===== config.mk =====
export PLATFORM = sky130hd
export DESIGN_NAME = uart_rx_queue
export DESIGN_NICKNAME = d
export VERILOG_FILES = /design/src/rtl/uart_rx_queue.sv
export SDC_FILE = /design/constraint.sdc
export NUM_CORES = 1
export LEC_CHECK = 0
export ABC_CLOCK_PERIOD_IN_PS = 2750
export BUFFER_PORTS_ARGS = -buffer_cell sky130_fd_sc_hd__buf_2
export CORE_MARGIN = 5
export CORE_UTILIZATION = 50
export CTS_CLUSTER_DIAMETER = 30
export DETAILED_ROUTE_END_ITERATION = 6
export PLACE_DENSITY = 0.72
export SYNTH_ARGS = -nofsm -noshare
export SYNTH_HDL_FRONTEND = slang
export SYNTH_SLANG_ARGS = --single-unit
export TNS_END_PERCENT = 100

===== constraint.sdc =====
create_clock -name clk -period 2.75 [get_ports clk]
set_input_delay 0.1375 -clock clk [delete_from_list [all_inputs] [get_ports clk]]
set_output_delay 0.1375 -clock clk [all_outputs]
set_load 0.05 [all_outputs]

===== src/rtl/uart_rx_queue.sv =====
module uart_rx_queue #(
  parameter int DEPTH  = 128,
  parameter int TOUT_W = 7,
  parameter int FRM_W  = 4
) (
  input  logic                         clk,
  input  logic                         rst_n,
  input  logic                         wr_valid,
  input  logic [7:0]                   wr_data,
  input  logic                         rd_req,
  output logic [7:0]                   rd_data,
  output logic [$clog2(DEPTH+1)-1:0]   fill,
  input  logic                         rts_en,
  input  logic [$clog2(DEPTH)-1:0]     rts_thr,
  input  logic [$clog2(DEPTH)-1:0]     full_thr,
  input  logic                         tout_en,
  input  logic [TOUT_W-1:0]            tout_thr,
  input  logic                         bit_tick,
  input  logic [FRM_W-1:0]             frame_bits,
  output logic                         rts,
  output logic                         full_evt,
  output logic                         ovf_evt,
  output logic                         tout_evt
);
  localparam int PTR_W  = $clog2(DEPTH);
  localparam int CNT_W  = $clog2(DEPTH+1);
  localparam int IDLE_W = TOUT_W + 1;

  logic [7:0]        mem [DEPTH];
  logic [PTR_W-1:0]  wp, rp;
  logic [CNT_W-1:0]  cnt, cnt_nx;
  logic [FRM_W-1:0]  bit_cnt;
  logic [IDLE_W-1:0] idle;

  wire empty    = (cnt == '0);
  wire full     = (cnt == CNT_W'(DEPTH));
  wire do_pop   = rd_req && !empty;
  wire do_push  = wr_valid && (!full || do_pop);
  wire restart  = empty || wr_valid || do_pop;
  wire char_end = bit_tick && (bit_cnt + FRM_W'(1) == frame_bits);

  always_comb begin
    cnt_nx = cnt;
    if (do_push && !do_pop) cnt_nx = cnt + CNT_W'(1);
    else if (do_pop && !do_push) cnt_nx = cnt - CNT_W'(1);
  end

  always_ff @(posedge clk)
    if (do_push) mem[wp] <= wr_data;

  always_ff @(posedge clk or negedge rst_n) begin
    if (!rst_n) begin
      wp       <= '0;
      rp       <= '0;
      cnt      <= '0;
      ovf_evt  <= 1'b0;
      tout_evt <= 1'b0;
    end else begin
      if (do_push) wp <= wp + PTR_W'(1);
      if (do_pop)  rp <= rp + PTR_W'(1);
      cnt      <= cnt_nx;
      ovf_evt  <= wr_valid && !do_push;
      tout_evt <= (cnt_nx == '0) ? 1'b0
                : (tout_evt || (tout_en && idle > IDLE_W'(tout_thr)));
    end
  end

  always_ff @(posedge clk or negedge rst_n) begin
    if (!rst_n) begin
      bit_cnt <= '0;
      idle    <= '0;
    end else if (restart) begin
      bit_cnt <= '0;
      idle    <= '0;
    end else if (char_end) begin
      bit_cnt <= '0;
      if (idle != '1) idle <= idle + IDLE_W'(1);
    end else if (bit_tick) begin
      bit_cnt <= bit_cnt + FRM_W'(1);
    end
  end

  assign rd_data  = empty ? 8'h00 : mem[rp];
  assign fill     = cnt;
  assign rts      = rts_en && (cnt > CNT_W'(rts_thr));
  assign full_evt = cnt > CNT_W'(full_thr);

  AST_FILL_BOUND: assert property (@(posedge clk) disable iff (!rst_n)
    fill <= CNT_W'(DEPTH));
  AST_OVF_ONLY_FULL: assert property (@(posedge clk) disable iff (!rst_n)
    $rose(ovf_evt) |-> $past(fill) == CNT_W'(DEPTH) && !$past(rd_req));
  AST_PUSHPOP_HOLD: assert property (@(posedge clk) disable iff (!rst_n)
    wr_valid && rd_req && fill != '0 |=> $stable(fill));
  AST_POP_EMPTY: assert property (@(posedge clk) disable iff (!rst_n)
    rd_req && !wr_valid && fill == '0 |=> fill == '0);
  AST_TOUT_NONEMPTY: assert property (@(posedge clk) disable iff (!rst_n)
    tout_evt |-> fill != '0);
  AST_TOUT_QUIET: assert property (@(posedge clk) disable iff (!rst_n)
    !tout_en && !tout_evt |=> !tout_evt);
endmodule


* After elaboration in Yosys (flattened, before gate mapping)
Memories as Yosys holds them, arrays and structs flattened. Cells that the tools add are included. W data, S select, Z words.
Storage, ports and cells: bits in writable memories 1024, output and inout port bits 20, memory bits (read-only) 0, memories 1, bits in latches 0, register bits 36, input port bits 40, word-level logic and storage cells 54
Cells by class: add/sub/neg operators 6, eq/ne operators 3, div/mod/pow operators 0, shift operators 0, multiply operators 0, bitwise operators 0, multiplexer cells 12, $lt $le $gt $ge 3, reduce and logical (&&, ||, !) cells 22
Memory list:
- mem | words 128, width 8, rd ports 1, clocked after Yosys merged registers in 0, write ports 1, RTL line 29 | logic [7:0] mem [DEPTH];
Operators with widths (number):
- $mux W8 | 6
- $gt A8 B7 Y1 | 3
- $add A8 B1 Y8 const B | 2
- $logic_not A8 Y1 | 2
- $add A7 B1 Y7 const B | 2
- $mux W4 | 3
- $eq A8 B8 Y1 const B | 1
- $logic_and A1 B1 Y1 | 8
- $ne A8 B8 Y1 const B | 1
- $sub A8 B1 Y8 const B | 1
- $add A4 B1 Y4 const B | 1
- $eq A4 B4 Y1 | 1
- $logic_not A1 Y1 | 4
- $logic_or A1 B1 Y1 | 4
- $reduce_bool A2 Y1 | 2
- $mux W1 | 3
- $reduce_bool A3 Y1 | 1
- $reduce_and A2 Y1 | 1

* Longest topological paths before layout
depth after elaboration 11, mapped depth 12, gate-level depth less buffers 9

* Least setup slack after synthesis
No wires, ideal clock.
kind register to output, start point register rp[2], end point output rd_data[0], arrival 2993 ps, path slack -381 ps, data required time 2612 ps, stages on the path, launching flop included 13, path buffers 5, cells stage by stage dfrtp_1 > buf_2 > buf_6 > buf_4 > inv_1 > buf_2 > buf_1 > nor2_1 > a2111oi_0 > nor2_1 > o31ai_1 > a21oi_1 > nor3_1
On the way: cells in the longest elaborated chain, start to end 2
RTL lines:
- from (decl) | RTL line 30 | logic [PTR_W-1:0] wp, rp;
- from (signal assigned) | RTL line 60 | if (do_pop) rp <= rp + PTR_W'(1);
- $mem_v2 Z128 W8
- $mux W8 | RTL line 83 | assign rd_data = empty ? 8'h00 : mem[rp];
- to (decl) | RTL line 11 | output logic [7:0] rd_data,
Every way passes these cells.

* Final worst setup path
start point register rp[0], end point output rd_data[7]
Same word-level chain as after synthesis.

==> flow_summary.toml <==
[run_status]
status = "finished with violations"
violations = "DRC, setup timing"

[timing]
fin_crit_sh = 1.37
finalSetupViolCount = 10
finalHoldViolCount = 0
finalSetupTns_ns = -8.11
maxSlewHeadroom = 0.403
maxSlewViolCount = 0
rsz0062_at_grt = "true"
fmax_mhz = 265
fin_crit_ns = 3.78
setup_ws_ns = -1.03
tightest_slew_ns = 0.896
hold_slack_ns = 0.0580
finClkSkew_ns = 0.0467

[placed_design]
gp_congestion = 0.920
dp_hpwl_mm = 68.5
numPortBuffers = 59
placedCellCount = 3665

[cts]
cts_buffers = 163
clock-root-buffer = "clkbuf_16"
cts_sinks = 1060
clk_pin_slew_ns = 0.05
clk_path_buf_depth = 3
clk_latency_ns = 0.77
cts_tree = "yes"
htree_levels = 4

[synth]
synth_top_cell_by_area = "edfxtp_1"
synth_area_per_cell_um2 = 19.0
ys_top_cells_by_area = "edfxtp_1 72%, mux4_2 9.8%, mux2i_1 3.0%, dfrtp_1 2.1%, nor2_1 1.6%"
synth.distinct_cells = 69
ys_seq_area_frac = 0.740
yosys.area.top_type_share = 0.719
synth_most_common_cell = "edfxtp_1"
synth_nets = 2322
ys_warn_count = 0
ys_ff_latch = 1060
synth_flop_cell = "edfxtp_1"
syn_inst = 2254
async_reset_ff_frac = 0.0340
synth_common_cells = "1,024 x edfxtp_1, 186 x mux4_2, 179 x nor2_1"
synth_edf_count = 1024
syn-cell-area_um2 = 42800

[floorplanning]
num_rows = 107
die_h_um = 302
core_area_um2 = 85000
die_w_um = 302
start_util = 0.503
dieArea_um2 = 91500
io_pins = 60

[critical_path]
reg2reg_to = "mem[118][4]"
endpoint_kind = "output pin"
cp.required_ns = 2.61
r2r_start = "fill[1]"
r2r_slack_ns = 0.06
crit_type = "flip-flop to output pin"
start_kind = "flip-flop"
startpoint = "rp[0]"
crit_path_max_fanout = 6
rr_worst_depth = 9
crit_arrival_ns = 3.64
endpoint = "rd_data[7]"

[power_and_ir_drop]
p_clk_frac = 0.338
powerDensity_nw_per_um2 = 1120
ir_drop_v = 0.00109
p_switching_mw = 20.2
p_leak_nw = 18.4
internal-power_mw = 40.3
switching_share = 0.334
seqPwrFrac = 0.307
combPwrFrac = 0.355

[detailed_routing]
vias_per_cell = 6.16
dr.pass1.iters = 7
final_antenna_net_count = 0
drt_iter0_markers = 3293
totalWireLength_mm = 114
drc = 2
wire_per_inst_um = 28.3
vias = 24700

[global_routing]
grt_pass1_vias = 25600
grt_overflow = 0
grt_usage = 0.249
grt_max_degree = 75
grt_pass1_wl_mm = 168
antenna_found_initial = 3

[cells_and_area]
fin_nets = 2800
drive_above_1_share = 0.392
area_growth_pct = 26.7
final_cells = 4015
finish.utilization = 0.637

[hold_path]
hp-class = "primary input to asynchronous set/reset pin"

[run]
drv_cap = 0
==> cells in the final DEF, fill, tap and decap left out, drive strengths merged, types with 13 or more instances in the layout <==
| cell type | count |
|---|---|
| mux2 | 30 |
| nor2 | 179 |
| buf | 420 |
| clkinv | 64 |
| o221ai | 23 |
| clkbuf | 183 |
| o21ai | 37 |
| a211oi | 29 |
| ha | 28 |
| a22oi | 20 |
| a21oi | 42 |
| edfxtp | 1024 |
| nand2 | 78 |
| bufinv | 15 |
| nand3 | 26 |
| clkinvlp | 23 |
| inv | 50 |
| a221oi | 24 |
| dlygate4sd3 | 14 |
| nor2b | 32 |
| dfrtp | 36 |
| nor3 | 13 |
| xnor2 | 13 |
| mux2i | 127 |
| xor2 | 13 |
| mux4 | 188 |
==> flip-flops by register name (all words and copies together), names as in the netlist <==
| register | cells |
|---|---|
| rp | 7 |
| fill | 8 |
| tout_evt | 1 |
| bit_cnt | 4 |
| wp | 7 |
| ovf_evt | 1 |
| mem | 1024 |
| idle | 8 |
==> worst min-delay path by stage <==
| stage | to | slack, ns |
|---|---|---|
| after floorplan | bit_cnt[0] | -0.16 |
| after global placement | tout_evt | 0.28 |
| after CTS | bit_cnt[2] | 0.03 |
| final | fill[5] | 0.06 |
| after global routing | bit_cnt[3] | 0.08 |
| after detailed placement | fill[5] | 0.30 |
==> power groups by stage <==
| stage | logic (mW) | registers [mW] | clock network (mW) |
|---|---|---|---|
| global placement | 17.4 | 18.9 | 0 |
| global route | 22.3 | 18.6 | 21.5 |
| finish | 21.5 | 18.5 | 20.4 |
| CTS | 20.5 | 18.5 | 20.6 |
| detailed placement | 17.6 | 18.9 | 0 |
| floorplan | 10.6 | 18.9 | 0 |
==> cell type report <==
cell class,count,area [um^2]
timing repair buffer,437,4070
inverter,31,116
fill,5433,30800
clock inverter,121,1380
sequential,1060,31700
multi-input combinational,1039,11300
clock buffer,182,4170
antenna,1,2.50
tap,1144,1430
==> layer usage <==
metal / wire (um) / global-route usage / vias to the layer above / part of all wire
met5: 41 / 0 / - / 0.00036
met4: 4140 / 0.0948 / 4 / 0.036
met3: 11700 / 0.0655 / 301 / 0.10
met2: 55300 / 0.399 / 1495 / 0.49
met1: 42400 / 0.334 / 12700 / 0.37
li1: - / - / 10200 / -
==> worst max-delay path, stage by stage (launching register included) <==
cell	delay, ns
dfrtp_4	0.51
buf_6	0.14
buf_12	0.15
buf_16	0.16
buf_12	0.14
mux2i_1	0.13
a221oi_2	0.28
o21ai_1	0.14
a311o_1	0.43
nand3_2	0.18
a21oi_2	0.09
nor3_4	0.32
buf_6	0.21
==> timing repair <==
action                                  in CTS  in global routing
gates cloned                                 9                  1
hold buffers                                14                  0
endpoints found under the setup margin      30                218
endpoints found under the hold margin      347                  0
buffers inserted                            27                  5
gates resized for setup                    202                 75
pin swaps                                   63                 29
==> logic make-up (layout without fill, tap and decap cells) <==
kind of cell             Yosys count  after routing  share of synthesized area
XOR/XNOR                          28             28                    0.00641
buffers and inverters            155            771                     0.0235
adder cells (fa/ha/maj)           28             28                    0.00819
AND/OR/NAND/NOR                  377            377                     0.0400
flip-flops                      1060           1060                      0.740
AO/OA/AOI/OAI                    261            261                     0.0449
other                              0              1                          0
multiplexers                     345            345                      0.137
==> through the flow <==
step           instance area [um^2]  total power, mW  worst slack, ns
2_1_floorplan                 42900             29.4           -0.163
4_1_cts                       53800             59.6           -0.977
6_report                      54200             60.5            -1.03
5_1_grt                       54200             62.3            -1.10
3_5_place_dp                  46800             36.5           -0.823
3_3_place_gp                  46800             36.2           -0.853
(Power assumes the default switching activity.)
